[config.mk]
export PLATFORM = sky130hd
export DESIGN_NAME = colLoader
export DESIGN_NICKNAME = d
export VERILOG_FILES = /design/src/rtl/colLoaderPkg.sv /design/src/rtl/colLoaderCtrl.sv /design/src/rtl/colLoaderPath.sv /design/src/rtl/colLoader.sv
export SDC_FILE = /design/constraint.sdc
export NUM_CORES = 1
export LEC_CHECK = 0
export BUFFER_PORTS_ARGS = -buffer_cell sky130_fd_sc_hd__buf_4
export CORE_ASPECT_RATIO = 2
export CORE_UTILIZATION = 55
export DETAILED_ROUTE_END_ITERATION = 10
export PLACE_DENSITY = 0.78
export SYNTH_ARGS = -nofsm -noshare
export SYNTH_HDL_FRONTEND = slang
export SYNTH_SLANG_ARGS = --single-unit
[constraint.sdc]
create_clock -name clk -period 3.2 [get_ports clk]
set_input_delay 0.48 -clock clk [delete_from_list [all_inputs] [get_ports clk]]
set_output_delay 0.48 -clock clk [all_outputs]
set_load 0.03 [all_outputs]
[src/rtl/colLoaderPkg.sv]
package colLoaderPkg;

  // Strobes issued by the control unit to the datapath each clock.
  typedef struct packed {
    logic shiftUp;    // shift mode, move toward higher columns
    logic shiftDown;  // shift mode, move toward lower columns
    logic takeBit;    // latch mode, accept one serial bit
    logic writeNib;   // latch mode, commit assembled nibble
    logic dirHigh;    // latch mode, mirrored placement
  } ldrStrobe_t;

endpackage

[src/rtl/colLoaderCtrl.sv]
module colLoaderCtrl
  import colLoaderPkg::*;
#(
  parameter int SLOTS = 20,
  parameter int IDXW  = $clog2(SLOTS)
) (
  input  logic            clk,
  input  logic            rstN,
  input  logic            modeLatch,
  input  logic            enableN,
  input  logic            dirRight,
  input  logic            shiftClk,
  input  logic            lineClk,
  output ldrStrobe_t      strobe,
  output logic [IDXW-1:0] slotIdx,
  output logic            carryN
);

  localparam logic [IDXW-1:0] LAST_SLOT = IDXW'(SLOTS - 1);

  logic       sClkQ, lClkQ;
  logic       shiftFall, lineFall;
  logic [1:0] bitCnt;
  logic [IDXW-1:0] nibIdx;
  logic       doneQ, carryQ;
  logic       loadNow, nibbleEnd;

  // edge detection of the slow clocks in the system domain
  always_ff @(posedge clk or negedge rstN) begin
    if (!rstN) begin
      sClkQ <= 1'b0;
      lClkQ <= 1'b0;
    end else begin
      sClkQ <= shiftClk;
      lClkQ <= lineClk;
    end
  end

  assign shiftFall = sClkQ & ~shiftClk;
  assign lineFall  = lClkQ & ~lineClk;

  assign loadNow   = modeLatch & ~enableN & ~doneQ & shiftFall & ~lineFall;
  assign nibbleEnd = (bitCnt == 2'd3);

  // bit counter, nibble selector and carry
  always_ff @(posedge clk or negedge rstN) begin
    if (!rstN) begin
      bitCnt <= '0;
      nibIdx <= '0;
      doneQ  <= 1'b0;
      carryQ <= 1'b1;
    end else if (lineFall) begin
      bitCnt <= '0;
      nibIdx <= '0;
      doneQ  <= 1'b0;
      carryQ <= 1'b1;
    end else if (loadNow) begin
      bitCnt <= bitCnt + 2'd1;
      if (nibbleEnd) begin
        if (nibIdx == LAST_SLOT) begin
          doneQ  <= 1'b1;
          carryQ <= 1'b0;
        end else begin
          nibIdx <= nibIdx + 1'b1;
        end
      end
    end
  end

  always_comb begin
    strobe.shiftUp   = ~modeLatch & shiftFall & ~dirRight;
    strobe.shiftDown = ~modeLatch & shiftFall & dirRight;
    strobe.takeBit   = loadNow;
    strobe.writeNib  = loadNow & nibbleEnd;
    strobe.dirHigh   = dirRight;
  end

  assign slotIdx = nibIdx;
  assign carryN  = modeLatch ? carryQ : 1'b1;

endmodule

[src/rtl/colLoaderPath.sv]
module colLoaderPath
  import colLoaderPkg::*;
#(
  parameter int COLS  = 80,
  parameter int SLOTS = COLS / 4,
  parameter int IDXW  = $clog2(SLOTS)
) (
  input  logic            clk,
  input  logic            rstN,
  input  ldrStrobe_t      strobe,
  input  logic [IDXW-1:0] slotIdx,
  input  logic            serBit,
  input  logic            ioLIn,
  input  logic            ioRIn,
  output logic [COLS-1:0] columns
);

  logic [2:0]             acc;
  logic [3:0]             fullNib, revNib, placeNib;
  logic [SLOTS-1:0][3:0]  grpNext;
  logic [COLS-1:0]        colReg;

  // serial-to-parallel: acc[0] holds the earliest bit of the nibble
  always_ff @(posedge clk or negedge rstN) begin
    if (!rstN) acc <= '0;
    else if (strobe.takeBit) acc <= {serBit, acc[2:1]};
  end

  assign fullNib  = {serBit, acc};
  assign revNib   = {fullNib[0], fullNib[1], fullNib[2], fullNib[3]};
  assign placeNib = strobe.dirHigh ? revNib : fullNib;

  // selector: one decoder per physical group, mirrored for high direction
  for (genvar g = 0; g < SLOTS; g++) begin : g_slot
    logic hit;
    assign hit = strobe.writeNib &&
                 (strobe.dirHigh ? (slotIdx == IDXW'(SLOTS - 1 - g))
                                 : (slotIdx == IDXW'(g)));
    assign grpNext[g] = hit ? placeNib : colReg[4*g +: 4];
  end

  always_ff @(posedge clk or negedge rstN) begin
    if (!rstN)                  colReg <= '0;
    else if (strobe.shiftUp)    colReg <= {colReg[COLS-2:0], ioLIn};
    else if (strobe.shiftDown)  colReg <= {ioRIn, colReg[COLS-1:1]};
    else if (strobe.writeNib)   colReg <= grpNext;
  end

  assign columns = colReg;

endmodule

[src/rtl/colLoader.sv]
module colLoader
  import colLoaderPkg::*;
#(
  parameter int COLS = 80
) (
  input  logic            clk,
  input  logic            rstN,
  input  logic            modeLatch,
  input  logic            enableN,
  input  logic            dirRight,
  input  logic            shiftClk,
  input  logic            lineClk,
  input  logic            dataL,
  input  logic            dataR,
  input  logic            ioLIn,
  input  logic            ioRIn,
  output logic            ioLOut,
  output logic            ioLOe,
  output logic            ioROut,
  output logic            ioROe,
  output logic            carryN,
  output logic [COLS-1:0] columns
);

  localparam int SLOTS = COLS / 4;
  localparam int IDXW  = $clog2(SLOTS);

  ldrStrobe_t      strobe;
  logic [IDXW-1:0] slotIdx;
  logic            serBit;

  assign serBit = dirRight ? dataR : dataL;

  colLoaderCtrl #(.SLOTS(SLOTS), .IDXW(IDXW)) u_ctrl (
    .clk(clk), .rstN(rstN), .modeLatch(modeLatch), .enableN(enableN),
    .dirRight(dirRight), .shiftClk(shiftClk), .lineClk(lineClk),
    .strobe(strobe), .slotIdx(slotIdx), .carryN(carryN)
  );

  colLoaderPath #(.COLS(COLS), .SLOTS(SLOTS), .IDXW(IDXW)) u_path (
    .clk(clk), .rstN(rstN), .strobe(strobe), .slotIdx(slotIdx),
    .serBit(serBit), .ioLIn(ioLIn), .ioRIn(ioRIn), .columns(columns)
  );

  // the pin on the far side of the data flow drives the last stage
  assign ioROut = columns[COLS-1];
  assign ioROe  = ~modeLatch & ~dirRight;
  assign ioLOut = columns[0];
  assign ioLOe  = ~modeLatch & dirRight;

endmodule

# After elaboration in Yosys (flattened, before gate mapping)
# Cells that the tools add are included.
[word_totals]
in_bits = 11
ff_bits = 94
[classes]
bitwise_logic = 19
n_addsub = 2
n_mux = 60
n_eq_ne = 21
n_reduce_logical = 67
[op_table]
columns = ["cell", "n"]
rows = [
  ["80-bit 2-to-1 mux", 3],
  ["4-bit 2-to-1 mux", 21],
  ["3-bit nonzero test", 21],
  ["5-bit by 4-bit equality test with 1-bit output (second input constant)", 8],
  ["2-bit AND reduction", 20],
  ["1-bit 2-to-1 mux", 30],
  ["5-bit by 3-bit equality test with 1-bit output (second input constant)", 4],
  ["5-bit equality test (second input constant)", 4],
  ["1-bit logical AND", 20],
  ["5-bit 2-to-1 mux", 4],
  ["1-bit bitwise AND", 12],
  ["5-bit by 2-bit equality test with 1-bit output (second input constant)", 2],
  ["1-bit NOT", 7],
  ["3-bit AND reduction", 2],
  ["2-bit nonzero test", 3],
  ["5-bit by 1-bit adder with 5-bit output (second input constant)", 1],
  ["5-bit by 1-bit equality test with 1-bit output (second input constant)", 1],
  ["5-bit logical NOT", 1],
  ["2-bit 2-to-1 mux", 2],
  ["2-bit by 1-bit adder with 2-bit output (second input constant)", 1],
  ["2-bit equality test (second input constant)", 1],
  ["2-bit by 1-bit inequality test with 1-bit output (second input constant)", 1],
]

# Depth between registers and ports, before layout
# Gate-level depths: netlist (run 1).
[logic_depth]
ltp_word = 11
depth_mapped = 6

# Modules after synthesis
# A second synthesis (run 1) with hierarchy kept.
[hier_totals]
hier_cells = 586
area_unflattened_um2 = 5844.4
[modules_own_cells]
columns = ["mod", "area_each_um2", "n_inst", "cells_per_inst"]
rows = [
  ["colLoaderPath", 5220.0, 1, 525],
  ["colLoaderCtrl", 584.3, 1, 56],
  ["colLoader", 40.0, 1, 5],
]

# Least setup slack after synthesis (run 1)
# OpenSTA, ideal clock, no wires.
[synth_timing]
path_type = "in2out"
startpoint = "input port dirRight"
endpoint = "output port ioLOe"
path_slack_ps = 996
stages = 4
t_arrival_ps = 1724
path_cell_list = "buf_2 > clkbuf_1 > buf_1 > nor2b_1"
[synth_via]
elab_chain_cells = 1
[synth_lines]
columns = ["element", "line_no", "source"]
rows = [
  ["start, declared", "colLoader.sv:10", "input logic dirRight,"],
  ["1-bit bitwise AND", "colLoader.sv:49", "assign ioLOe = ~modeLatch & dirRight;"],
  ["end, declared", "colLoader.sv:18", "output logic ioLOe,"],
]
# Every way passes these cells.

# Worst setup path after layout (run 1)
[layout_timing]
startpoint = "register u_ctrl.nibIdx[0] (netlist: u_ctrl.slotIdx[0])"
endpoint = "register u_path.colReg[19] (netlist: u_path.columns[19])"
[layout_via]
elab_chain_cells = 5
[layout_lines]
columns = ["element", "line_no", "source"]
rows = [
  ["start, declared", "colLoaderCtrl.sv:24", "logic [IDXW-1:0] nibIdx;"],
  ["start signal, assigned", "colLoaderCtrl.sv:64", "nibIdx <= nibIdx + 1'b1;"],
  ["5-bit by 3-bit equality test with 1-bit output or 5-bit by 4-bit equality test with 1-bit output (tied branches)", "colLoaderPath.sv:38, colLoaderPath.sv:37", ""],
  ["1-bit 2-to-1 mux *", "colLoaderPath.sv:37", "(strobe.dirHigh ? (slotIdx == IDXW'(SLOTS - 1 - g))"],
  ["1-bit logical AND *", "colLoaderPath.sv:36", "assign hit = strobe.writeNib &&"],
  ["3-bit nonzero test (no line) *", "-", ""],
  ["2-bit AND reduction (no line) *", "-", ""],
  ["end signal, assigned", "colLoaderPath.sv:44", "else if (strobe.shiftUp) colReg <= {colReg[COLS-2:0], ioLIn};"],
  ["end signal, assigned", "colLoaderPath.sv:45", "else if (strobe.shiftDown) colReg <= {ioRIn, colReg[COLS-1:1]};"],
  ["end signal, assigned", "colLoaderPath.sv:46", "else if (strobe.writeNib) colReg <= grpNext;"],
  ["end, declared", "colLoaderPath.sv:21", "logic [COLS-1:0] colReg;"],
]
# Mark *: on every way between the ends. The rest lies on a longest branch, timed or not.
# A chain may end at the register's enable or synchronous reset.

==> flow_summary.ini, run 1 <==
[synth]
async_flop_share_pct = 100
yosysUniqueCellTypes = 39
yosys.area_share.simple_pct = 6.15
synth-main-ff-cell = dfrtp_1
synth_seq_cells = 94
yosysTopAreaCell = dfrtp_1
yosysTopAreaCellShare_pct = 37.6
synth_mux_area_share_pct = 46.3
yosys_warnings = 0
synth_compound_area_share_pct = 4.03
synth_top_family_by_area = multiplexers
synthXorXnorAreaFrac_pct = 0.425
syn_nets = 439
ys_seq_area_share_pct = 38.1
synth-adder-area-share_pct = 1.21
syn_inst = 422
syn_area_sq_um = 6180
synth_enable_flop_cells = 0
yosys-top-cells-area = dfrtp_1 38%, mux4_2 29%, mux2_2 14%, mux2i_1 1.9%, clkbuf_1 1.5%
avgSynthCellArea_sq_um = 14.7

[power]
pwr-share-seq_pct = 35.2
post-layout-total-power_mw = 6.44
swShare_pct = 41.1
power_frac_comb_pct = 46.8
p_int_mw = 3.80
power_leakage_nw = 2.96
power_frac_clock_pct = 17.9
p_switching_mw = 2.64
ir_drop_v = 0.000523
power.density_nw_per_um2 = 884

[floorplan]
io_pins = 96
die_h_um = 152
core_area_sq_um = 10900
dieWidth_um = 77.0
dieArea_sq_um = 11700
start_util_pct = 56.5
rows = 54

[clocking]
cts_resized = 0
clock-sinks = 94
cts_root_buf = clkbuf_16
post_cts_buffers = 0
htree_levels = 3
clk_pin_slew_worst_paths_ns = 0.07
clock_latency_ns = 0.35
cts_tree = built
clk_path_buf_depth = 2
ctsHoldBuffers = 0
cts_buffers = 9

[final_layout]
fin_nets = 510
fin_util_pct = 66.6
final_cell_mix = 102 x buf_4, 93 x dfrtp_1, 80 x mux4_2, 78 x mux2_2, 17 x a21oi_1
drive_gt1_share_pct = 59.1
syn_to_final_growth_pct = 17.8
layout_commonest_cell = buf_4
stdcell_count = 636
n_antenna_cell = 0

[timing]
fmax_mhz = 428
fin_crit_sh_pct = 73.1
max_slew_margin_pct = 16.8
fin_tns_setup_ns = 0
fin_worst_skew_ns = 0.0117
maxSlewViolCount = 0
fin_crit_ns = 2.34
finalHoldViolCount = 0
setup_viol = 0
rsz0062_at_grt = false
tightest_slew_ns = 1.25

[route]
drt_first_pass_iters = 4
avgViaCountPerCell = 6.59
wl_um = 15000
drt_iter0_drc = 328
postRouteAntennaNets = 0
drcViolationCount = 0
vias = 4194
wl_per_cell_um = 23.5

[worst_hold_path]
min_path_type = in2async

[grt]
gr-total-overflow = 0
grt_pass1_wl_um = 24600
grt_pass1_vias = 4569
track_usage_pct = 27.4
grt_max_degree = 95
antenna_found_initial = 0

[setup_path]
path_max_fanout = 5
worstSetupStartpointType = flip-flop
critPathMaxStageDelay_ns = 0.47
arrival_ns = 2.56
critPathTopFamily = multiplexers
worstSetupPathType = reg2reg
endpoint_kind = flip-flop
required_ns = 3.43
cp_slowest_cell = nor4bb_1
cp_num_buf_inv = 1
path_cells = inv_1 -> ha_1 -> nor4bb_1 -> mux2i_1 -> o22ai_1 -> mux2_2

[flow_run]
maxCapViolations = 0

[placement]
place.gp.congestion = 0.825
port_buffers = 95
place_hpwl_um = 9830
placedCellCount = 622

[outcome]
status = finished, final reports clean
[metrics by stage]
step / worst slack, ns / hold WS (ns) / cell area (sq um)
floorplan: 0.996 / 0.184 / 6180
global placement: 0.812 / 0.493 / 6980
detailed placement: 0.750 / 0.505 / 6980
CTS: 0.851 / 0.254 / 7290
global route: 0.708 / 0.252 / 7290
finish: 0.862 / 0.221 / 7290
[power groups by stage]
stage | clock network [mW] | registers (mW) | logic, mW
floorplan | 0 | 2.93 | 1.19
detailed placement | 0 | 2.28 | 3.03
finish | 1.16 | 2.27 | 3.02
CTS | 1.17 | 2.26 | 3.04
global placement | 0 | 2.25 | 2.96
global route | 1.22 | 2.34 | 3.15
[worst paths after layout]
path / from / to / slack, ns / depth (start not counted)
max in group asynchronous: rstN / u_ctrl.carryQ / 2.20 / 2
worst min register to register: u_ctrl.carryQ / u_ctrl.carryQ / 0.51 / 2
worst min-delay path: rstN / u_path.columns[78] / 0.22 / 1
min in group clk: shiftClk / u_ctrl.sClkQ / 0.26 / 1
worst max register to register: u_ctrl.slotIdx[0] / u_path.columns[19] / 0.86 / 6
worst max-delay path: u_ctrl.slotIdx[0] / u_path.columns[19] / 0.86 / 6
[cells by family (layout without fill, tap and decap cells)]
group,after synthesis,after routing
buffers and inverters,51,125
multiplexers,174,174
AO/OA/AOI/OAI,36,36
adder cells (fa/ha/maj),6,6
flip-flops,94,94
XOR/XNOR,3,3
AND/OR/NAND/NOR,58,58
[final cells by class]
| class | instances | area (sq um) |
|---|---|---|
| clock buffers | 10 | 239 |
| clock inverters | 4 | 72.6 |
| fillers | 828 | 3660 |
| inverters | 6 | 22.5 |
| multi-input cells | 277 | 3600 |
| flip-flops and latches | 94 | 2350 |
| well taps | 140 | 175 |
| repair buffers | 105 | 826 |
[layer usage]
layer | track usage, % | share of wire [%] | vias up
li1 | - | - | 1792
met1 | 34.6 | 38 | 2238
met2 | 46.0 | 55 | 136
met3 | 4.08 | 4.4 | 28
met4 | 12.8 | 2.8 | 0
met5 | 0 | 0 | -
[registers in the layout (all words and copies together) (netlist names)]
register / cells
u_ctrl.slotIdx: 5
u_ctrl.bitCnt: 2
u_ctrl.lClkQ: 1
u_ctrl.doneQ: 1
u_path.columns: 80
u_ctrl.carryQ: 1
u_ctrl.sClkQ: 1
u_path.acc: 3
[synthesized netlist by cell type (3+ instances only)]
| cell | count |
|---|---|
| mux4_2 | 80 |
| nand3_1 | 8 |
| o21ai_0 | 10 |
| o22ai_4 | 4 |
| clkbuf_1 | 24 |
| buf_2 | 11 |
| nand2_1 | 10 |
| dfrtp_1 | 93 |
| nand2b_1 | 9 |
| nor2_1 | 10 |
| mux2_4 | 4 |
| mux2_2 | 78 |
| a21oi_1 | 17 |
| o22ai_1 | 3 |
| buf_4 | 7 |
| mux2i_1 | 12 |
| inv_1 | 6 |
| ha_1 | 6 |
Power figures use the tool's default switching activity.
==> run 2: changes to the inputs <==
--- a/config.mk
+++ b/config.mk
@@ -7,9 +7,9 @@
 export LEC_CHECK = 0
 export BUFFER_PORTS_ARGS = -buffer_cell sky130_fd_sc_hd__buf_4
 export CORE_ASPECT_RATIO = 2
-export CORE_UTILIZATION = 55
+export CORE_UTILIZATION = 52
 export DETAILED_ROUTE_END_ITERATION = 10
-export PLACE_DENSITY = 0.78
+export PLACE_DENSITY = 0.77
 export SYNTH_ARGS = -nofsm -noshare
 export SYNTH_HDL_FRONTEND = slang
 export SYNTH_SLANG_ARGS = --single-unit
==> constraint.sdc (replaced) <==
create_clock -name clk -period 2.1 [get_ports clk]
set_input_delay 0.315 -clock clk [delete_from_list [all_inputs] [get_ports clk]]
set_output_delay 0.315 -clock clk [all_outputs]
set_load 0.03 [all_outputs]
==> run 2 against run 1 <==
  * The flow now finishes with violations (DRC, hold timing)
  * Clock skew decreased by 0.0021 ns
  * Critical endpoint is now u_path.columns[37]
  * Non-clock buffer count increased by 38
  * Worst setup slack lost 0.80 ns
  * Via count increased by 5.5%
==> flow_summary.ini, run 2 (synthesis gave the netlist of run 1 again) <==
[timing]
setup_viol = 0
maxSlewViolCount = 0
fin_crit_sh_pct = 96.9
fmax_mhz = 491
fin_crit_ns = 2.03
rsz0062_at_grt = false
tightest_slew_ns = 0.646
whs_ns = -0.0119
max_slew_margin_pct = 56.9
fin_worst_skew_ns = 0.00953
fin_tns_setup_ns = 0
finalHoldViolCount = 4

[clocking]
clk_path_buf_depth = 2
cts_buffers = 9
cts_root_buf = clkbuf_16
clock-sinks = 94
clock_latency_ns = 0.35
clk_pin_slew_worst_paths_ns = 0.07
cts_tree = built
htree_levels = 3
ctsHoldBuffers = 0

[floorplan]
dieArea_sq_um = 12400
rows = 56
io_pins = 96
dieWidth_um = 79.1
core_area_sq_um = 11600
die_h_um = 156
start_util_pct = 53.2

[outcome]
status = finished with violations
violations = DRC, hold timing

[setup_path]
worstSetupStartpointType = flip-flop
endpoint_kind = flip-flop
r2r-start = u_ctrl.bitCnt[0]
arrival_ns = 2.27
required_ns = 2.34
path_max_fanout = 4
r2r_slack_ns = 0.07
reg2regPathDepth = 5
r2r_end = u_path.columns[37]
worstSetupPathType = reg2reg

[final_layout]
stdcell_count = 681
layout_commonest_cell = buf_4
largest_register_ffs = 80
syn_to_final_growth_pct = 25.4
regArea_sq_um = 2350
nFillCells = 876
drive_gt1_share_pct = 63.8
final_cell_mix = 132 x buf_4, 93 x dfrtp_1, 80 x mux4_2, 78 x mux2_2, 12 x mux2i_1
multi_input_area_sq_um = 3640
n_antenna_cell = 0
fin_nets = 548

[route]
drt_first_pass_iters = 7
drcViolationCount = 1
vias = 4424
highest_layer = met4
wl_met3_um = 587
wl_um = 15700
avgViaCountPerCell = 6.50
met2_length_um = 8810
wl_per_cell_um = 23.0
postRouteAntennaNets = 0
drt_iter0_drc = 360
met1_length_um = 5740

[placement]
port_buffers = 95
place.gp.congestion = 0.852
placedCellCount = 665
place_hpwl_um = 10900

[grt]
gr-total-overflow = 0
grt_pass1_wl_um = 25600
grt_max_degree = 46
track_usage_pct = 27.3
antenna_found_initial = 0
grt_pass1_vias = 4741

[flow_run]
maxCapViolations = 0

[power]
power.density_nw_per_um2 = 1300
post-layout-total-power_mw = 10.1
power_leakage_nw = 3.20
ir_drop_v = 0.000762

[worst_hold_path]
min_path_type = in2async
[run 2: cell count changes in the layout (fill, tap and decap cells not counted), sizes merged]
cell / previous run / this run
buf: 105 / 143
inv: 6 / 8
bufinv: 2 / 3
clkbuf: 10 / 9
[run 2: worst max-delay path, cell delays in order (launching register included)]
cell and delay [ns]:
dfrtp_1 0.37, ha_1 0.23, nand4bb_4 0.13, or4_4 0.58
o22ai_4 0.24, mux2_2 0.37
[run 2: layer usage]
layer  global-route usage, %  vias to the layer above
met5                       0                        -
met2                    47.2                      161
met4                    12.2                        0
li1                        -                     1871
met3                    3.91                       37
met1                    33.4                     2355
[run 2: worst max path at each step]
stage                      startpoint                  to  slack, ns  depth (start not counted)
floorplan            u_ctrl.bitCnt[0]  u_path.columns[44]       0.11                          5
global placement             shiftClk  u_path.columns[19]       0.03                          7
detailed placement            lineClk  u_path.columns[49]     0.0009                          7
CTS                 u_ctrl.slotIdx[0]  u_path.columns[49]      0.002                          7
global route         u_ctrl.bitCnt[0]  u_path.columns[35]      0.009                          5
finish               u_ctrl.bitCnt[0]  u_path.columns[37]       0.07                          5
[run 2: cell type report]
| type | count | area share, % |
|---|---|---|
| Clock buffer | 9 | 2.90 |
| Inverter | 6 | 0.290 |
| Timing Repair Buffer | 143 | 15.6 |
| Tap cell | 145 | 2.34 |
| Multi-Input combinational cell | 277 | 47.0 |
| Clock inverter | 7 | 1.55 |
| Sequential cell | 94 | 30.3 |
[run 2: through the flow]
stage	hold WS [ns]	setup WS (ns)	cell area, sq um	util, %
2_1_floorplan	0.0194	0.107	6180	-
3_3_place_gp	0.368	0.0339	7370	63.3
3_5_place_dp	0.379	0.000934	7370	63.3
4_1_cts	0.0135	0.00158	7720	66.4
5_1_grt	0.0299	0.00879	7750	66.7
6_report	-0.0119	0.0653	7750	66.7
[run 2: repair_timing]
item	in CTS	in global routing
cloned	0	0
endpoints found under the setup margin	3	29
buffers inserted	0	0
pin swaps	0	1
resized for setup	1	9
[run 2: power by group]
group	switching (mW)	internal [mW]	total, mW
Clock	0.742	1.17	1.91
Combinational	2.50	2.28	4.78
Sequential	0.886	2.52	3.40
